**src/rtl/vic_pkg.sv**
```systemverilog
package vic_pkg;
    localparam int unsigned VIC_NSRC = 6;
    localparam int unsigned VIC_VW   = 8;

    typedef enum logic {
        ST_IDLE  = 1'b0,
        ST_SERVE = 1'b1
    } vic_state_e;
endpackage

```
**src/rtl/vic_flags.sv**
```systemverilog
module vic_flags #(
    parameter int unsigned NSRC = 6
) (
    input  logic            clk,
    input  logic            rst_n,
    input  logic [NSRC-1:0] set_pulse,
    input  logic [NSRC-1:0] ack_clr,
    input  logic [NSRC-1:0] sw_clr,
    output logic [NSRC-1:0] flag_q
);
    // One sticky latch per source; a new pulse dominates any clear.
    for (genvar g = 0; g < NSRC; g++) begin : g_flag
        always_ff @(posedge clk) begin
            if (!rst_n) begin
                flag_q[g] <= 1'b0;
            end else if (set_pulse[g]) begin
                flag_q[g] <= 1'b1;
            end else if (ack_clr[g] || sw_clr[g]) begin
                flag_q[g] <= 1'b0;
            end
        end
    end
endmodule

```
**src/rtl/vic_prio.sv**
```systemverilog
module vic_prio #(
    parameter int unsigned NSRC = 6,
    localparam int unsigned IW  = (NSRC > 1) ? $clog2(NSRC) : 1
) (
    input  logic [NSRC-1:0] req,
    output logic [NSRC-1:0] grant,
    output logic [IW-1:0]   idx,
    output logic            valid
);
    // Scan from the lowest priority upward so the lowest index is kept last.
    always_comb begin
        grant = '0;
        idx   = '0;
        valid = 1'b0;
        for (int i = NSRC - 1; i >= 0; i--) begin
            if (req[i]) begin
                grant    = '0;
                grant[i] = 1'b1;
                idx      = i[IW-1:0];
                valid    = 1'b1;
            end
        end
    end
endmodule

```
**src/rtl/vic_fsm.sv**
```systemverilog
module vic_fsm
    import vic_pkg::*;
(
    input  logic clk,
    input  logic rst_n,
    input  logic phase_stb,
    input  logic any_elig,
    input  logic reti,
    input  logic ret,
    input  logic mstr_set,
    input  logic mstr_clr,
    output logic accept,
    output logic mstr_q,
    output logic in_service
);
    vic_state_e state_q, state_d;

    // State register
    always_ff @(posedge clk) begin
        if (!rst_n) begin
            state_q <= ST_IDLE;
        end else begin
            state_q <= state_d;
        end
    end

    // Transitions: IDLE -take-> SERVE, SERVE -resume-> IDLE
    always_comb begin
        state_d = state_q;
        unique case (state_q)
            ST_IDLE: begin
                if (accept) begin
                    state_d = ST_SERVE;
                end
            end
            ST_SERVE: begin
                if (reti || mstr_set) begin
                    state_d = ST_IDLE;
                end else if (ret) begin
                    state_d = ST_SERVE;  // plain return keeps the hold-off
                end
            end
            default: state_d = ST_IDLE;
        endcase
    end

    // Outputs
    always_comb begin
        accept     = 1'b0;
        in_service = 1'b0;
        unique case (state_q)
            ST_IDLE:  accept     = phase_stb && any_elig;
            ST_SERVE: in_service = 1'b1;
            default: begin
                accept     = 1'b0;
                in_service = 1'b0;
            end
        endcase
    end

    // Master enable: acceptance > reti > software set > software clear
    always_ff @(posedge clk) begin
        if (!rst_n) begin
            mstr_q <= 1'b0;
        end else if (accept) begin
            mstr_q <= 1'b0;
        end else if (reti || mstr_set) begin
            mstr_q <= 1'b1;
        end else if (mstr_clr) begin
            mstr_q <= 1'b0;
        end
    end
endmodule

```
**src/rtl/vec_irq_ctrl.sv**
```systemverilog
module vec_irq_ctrl #(
    parameter int unsigned NSRC     = vic_pkg::VIC_NSRC,
    parameter int unsigned VW       = vic_pkg::VIC_VW,
    parameter int unsigned VEC_BASE = 4,
    parameter int unsigned VEC_STEP = 4
) (
    input  logic            clk,
    input  logic            rst_n,
    input  logic [NSRC-1:0] src_pulse,
    input  logic [NSRC-1:0] src_en,
    input  logic [NSRC-1:0] sw_flag_clr,
    input  logic            mstr_set,
    input  logic            mstr_clr,
    input  logic            stack_full,
    input  logic            phase_stb,
    input  logic            reti,
    input  logic            ret,
    output logic            call_req,
    output logic [VW-1:0]   call_vec,
    output logic [NSRC-1:0] flag_clr,
    output logic [NSRC-1:0] pend,
    output logic            mstr_en,
    output logic            in_service
);
    localparam int unsigned IW = (NSRC > 1) ? $clog2(NSRC) : 1;

    logic [NSRC-1:0] elig;
    logic [NSRC-1:0] win_oh;
    logic [IW-1:0]   win_idx;
    logic            win_valid;
    logic            accept;
    logic [VW-1:0]   vec_c;

    vic_flags #(.NSRC(NSRC)) u_flags (
        .clk       (clk),
        .rst_n     (rst_n),
        .set_pulse (src_pulse),
        .ack_clr   (flag_clr),
        .sw_clr    (sw_flag_clr),
        .flag_q    (pend)
    );

    // A source qualifies on its flag, its own enable, the master enable and stack room.
    assign elig = pend & src_en & {NSRC{mstr_en & ~stack_full}};

    vic_prio #(.NSRC(NSRC)) u_prio (
        .req   (elig),
        .grant (win_oh),
        .idx   (win_idx),
        .valid (win_valid)
    );

    vic_fsm u_fsm (
        .clk        (clk),
        .rst_n      (rst_n),
        .phase_stb  (phase_stb),
        .any_elig   (win_valid),
        .reti       (reti),
        .ret        (ret),
        .mstr_set   (mstr_set),
        .mstr_clr   (mstr_clr),
        .accept     (accept),
        .mstr_q     (mstr_en),
        .in_service (in_service)
    );

    always_comb begin
        vec_c = VW'(VEC_BASE) + VW'(VEC_STEP) * (VW'(win_idx));
    end

    assign call_req = accept;
    assign call_vec = accept ? vec_c : '0;
    assign flag_clr = accept ? win_oh : '0;
endmodule

```
**config.mk**
```make
export PLATFORM = sky130hd
export DESIGN_NAME = vec_irq_ctrl
export DESIGN_NICKNAME = d
export VERILOG_FILES = /design/src/rtl/vic_pkg.sv /design/src/rtl/vic_flags.sv /design/src/rtl/vic_prio.sv /design/src/rtl/vic_fsm.sv /design/src/rtl/vec_irq_ctrl.sv
export SDC_FILE = /design/constraint.sdc
export NUM_CORES = 1
export LEC_CHECK = 0
export BUFFER_PORTS_ARGS = -buffer_cell sky130_fd_sc_hd__buf_2
export CELL_PAD_IN_SITES_DETAIL_PLACEMENT = 1
export CELL_PAD_IN_SITES_GLOBAL_PLACEMENT = 1
export CORE_MARGIN = 1
export CORE_UTILIZATION = 25
export DETAILED_ROUTE_END_ITERATION = 10
export PLACE_DENSITY_LB_ADDON = 0.1
export SLEW_MARGIN = 20
export SYNTH_ARGS = -nofsm -noshare
export SYNTH_HDL_FRONTEND = slang
export SYNTH_SLANG_ARGS = --single-unit
```
**constraint.sdc**
```tcl
create_clock -name clk -period 3.3 [get_ports clk]
set_clock_uncertainty 0.1 [all_clocks]
set_input_delay 0.495 -clock clk [delete_from_list [all_inputs] [get_ports clk]]
set_output_delay 0.495 -clock clk [all_outputs]
set_load 0.01 [all_outputs]
```
==> flow_summary.ini <==
[sta]
report.final.setup_viol = 0
setup_tns_ns = 0
drv_slew = 0
rsz0062_at_grt = false
layout_worst_path_cycle_share = 0.767
finalHoldViolations = 0
setup_slack_ns = 0.770
minimum_period_implied_by_the_final_worst_setup_slack_ns = 2.53
fmaxAchievable_mhz = 395

[yosys]
synth_warnings = 0
synthDistinctLibCells = 29
register_bit_total_from_synthesis = 8
seq_area_frac_synth = 0.279
post-synth-top-area-fraction = 0.279
post_synth_instance_area_sq_um = 573
synth_enable_flop_cells = 0
synthesis.area_per_instance_sq_um = 7.85
postSynth.asyncResetShare = 0
yosys.area.top_type = dfxtp_1
netlist_instances = 73
yosys-top-cells-area = dfxtp_1 28%, nand2_1 10%, a22oi_4 7.4%
leading_register_cell_type_out_of_synthesis = dfxtp_1

[worst_setup_path]
critical_path.endpoint_type = primary output
worst_setup_path_start_kind = register
timing_worst_setup_path_type = reg2out
timing.critical_path.fanout_max = 4
reg2reg_slack_ns = 2.00
worst_ep_required_time_ns = 2.70
worst_ep_arrival_time_ns = 1.94

[clock_tree]
post_cts_buffers = 0
cts_buffers = 3
cts-htree-levels = 1
cts-hold-fix-buffers = 0
num_clock_sinks = 8
clk_pin_slew_ns = 0.05
clk_root_buffer_cell = clkbuf_4
cts_max_path_buffers = 2
clock_tree_from_tritoncts = built
worstSkewPairLatency_ns = 0.25
cts_resized = 0

[die]
design.die.area_sq_um = 2490
design.core.area_sq_um = 2060
initial_util = 0.278
row_count = 16
die_x_extent_microns = 49.9
ioPinCount = 49
die_h_microns = 49.9

[placement]
place.detailed.hpwl_mm = 1.41
finalWeightedCongestion = 0.723
io_buffer_count = 42
pre_cts_ws_ns = 0.752

[routing]
num_vias = 660
drc = 0
first_iter_violations = 11
ant_nets = 0
drt_pass1_iterations = 4
wl_per_cell_microns = 11.5
wirelength_mm = 1.64
avgViaCountPerCell = 4.62

[outcome]
run_status = finished clean

[layout]
final_layout_size_suffix_gt1_frac = 0.448
antennaDiodeCount = 0
area_overhead_of_the_layout_relative_to_synthesis_pct = 41.9
finalNetCount = 145

[run]
maxCapViolCount = 0

[grt]
grt_first_pass_wirelength_mm = 2.81
maximum_number_of_pins_on_one_net_before_global_route_repair = 13
grt_overflow_total = 0
via_count_of_the_first_global_routing_pass = 657
grt_antenna_before_repair = 0
grt_use_total = 0.149

[min_path]
hold_crit_path_type = in2reg

[power]
power_density_nw_per_um2 = 308
vdd.ir_drop.worst_uv = 248
leakagePower_nw = 0.443
synthesized netlist by cell type (2+ instances only):
master,n
dfxtp_1,8
nor2_1,7
inv_1,4
nand2_1,16
a21oi_1,2
buf_4,5
nor3b_1,2
a22oi_4,2
o31ai_1,4
o21a_1,2
nand3_1,3
stage by stage:
step | hold WS, ns | area, sq um | power, W | utilization | cells
after floorplan | 0.403 | 588 | 0.000151 | - | 77
after global placement | 0.376 | 791 | 0.000177 | 0.383 | 140
after detailed placement | 0.390 | 791 | 0.000179 | 0.383 | 140
after CTS | 0.308 | 813 | 0.000257 | 0.394 | 143
after global routing | 0.304 | 813 | 0.000272 | 0.394 | 143
final | 0.318 | 813 | 0.000250 | 0.394 | 143
critical path, stage by stage (launching register included):
cell and delay (ns):
dfxtp_1 0.43, nand2_1 0.13, o2111ai_1 0.19, a31oi_1 0.08, ha_1 0.20, or3_1 0.37, a21oi_1 0.13, buf_2 0.15
power by group:
part / switching, W / internal [W]
combinational: 0.0000332 / 0.0000308
sequential: 0.00000864 / 0.000103
clock: 0.0000327 / 0.0000416
final timing paths:
kind,from,end,cells after the start
max,u_flags.flag_q[2]$_SDFFE_PN0P_,call_vec[4],7
min,sw_flag_clr[2],u_flags.flag_q[2]$_SDFFE_PN0P_,2
max reg2reg,u_fsm.mstr_q$_SDFFE_PP0P_,u_flags.flag_q[3]$_SDFFE_PN0P_,4
min reg2reg,u_flags.flag_q[5]$_SDFFE_PN0P_,u_flags.flag_q[5]$_SDFFE_PN0P_,2
sequential cells by signal, summed over array words and instances, names as in the netlist:
| name | cells |
|---|---|
| u_fsm.mstr_q | 1 |
| u_fsm.state_q | 1 |
| u_flags.flag_q | 6 |
cell families (layout without fill, tap and decap cells):
| group | count (synthesis) | after routing | synth area share |
|---|---|---|---|
| buffers and inverters | 10 | 49 | 0.0982 |
| AOI/OAI and AO/OA | 14 | 14 | 0.218 |
| other | 1 | 5 | 0.00654 |
| DFF | 8 | 8 | 0.279 |
| and+or+nand+nor | 39 | 39 | 0.376 |
| adders and majority gates | 1 | 1 | 0.0218 |
per-layer routing:
metal  share of wire  vias up  wire [microns]  track usage
met1            0.43      299             706        0.170
met2            0.49       28             813        0.264
met4          0.0061        0              10       0.0429
li1                -      331               -            -
met5               0        -               0            0
met3           0.068        2             112       0.0463
area by class of cell:
| cell class | instances | area, sq um |
|---|---|---|
| Sequential cell | 8 | 160 |
| Clock buffer | 3 | 22.5 |
| Multi-Input combinational cell | 59 | 372 |
| Inverter | 4 | 15.0 |
| Fill cell | 280 | 1250 |
| Timing Repair Buffer | 42 | 210 |
| Tap cell | 27 | 33.8 |
cell usage in the layout, fill, tap and decap left out, drive strengths merged:
master / count
nor3b: 3
nor4b: 1
a31oi: 1
nand3: 3
clkbuf: 3
and3: 2
nor2: 7
o21ai: 1
buf: 42
nand4bb: 1
nor2b: 1
o31ai: 4
inv: 4
conb: 5
ha: 1
a22oi: 3
dfxtp: 8
o21a: 2
nand2: 17
and2: 2
or3: 1
and4bb: 1
a21oi: 2
o2111ai: 1
Power figures use the tool's default switching activity.
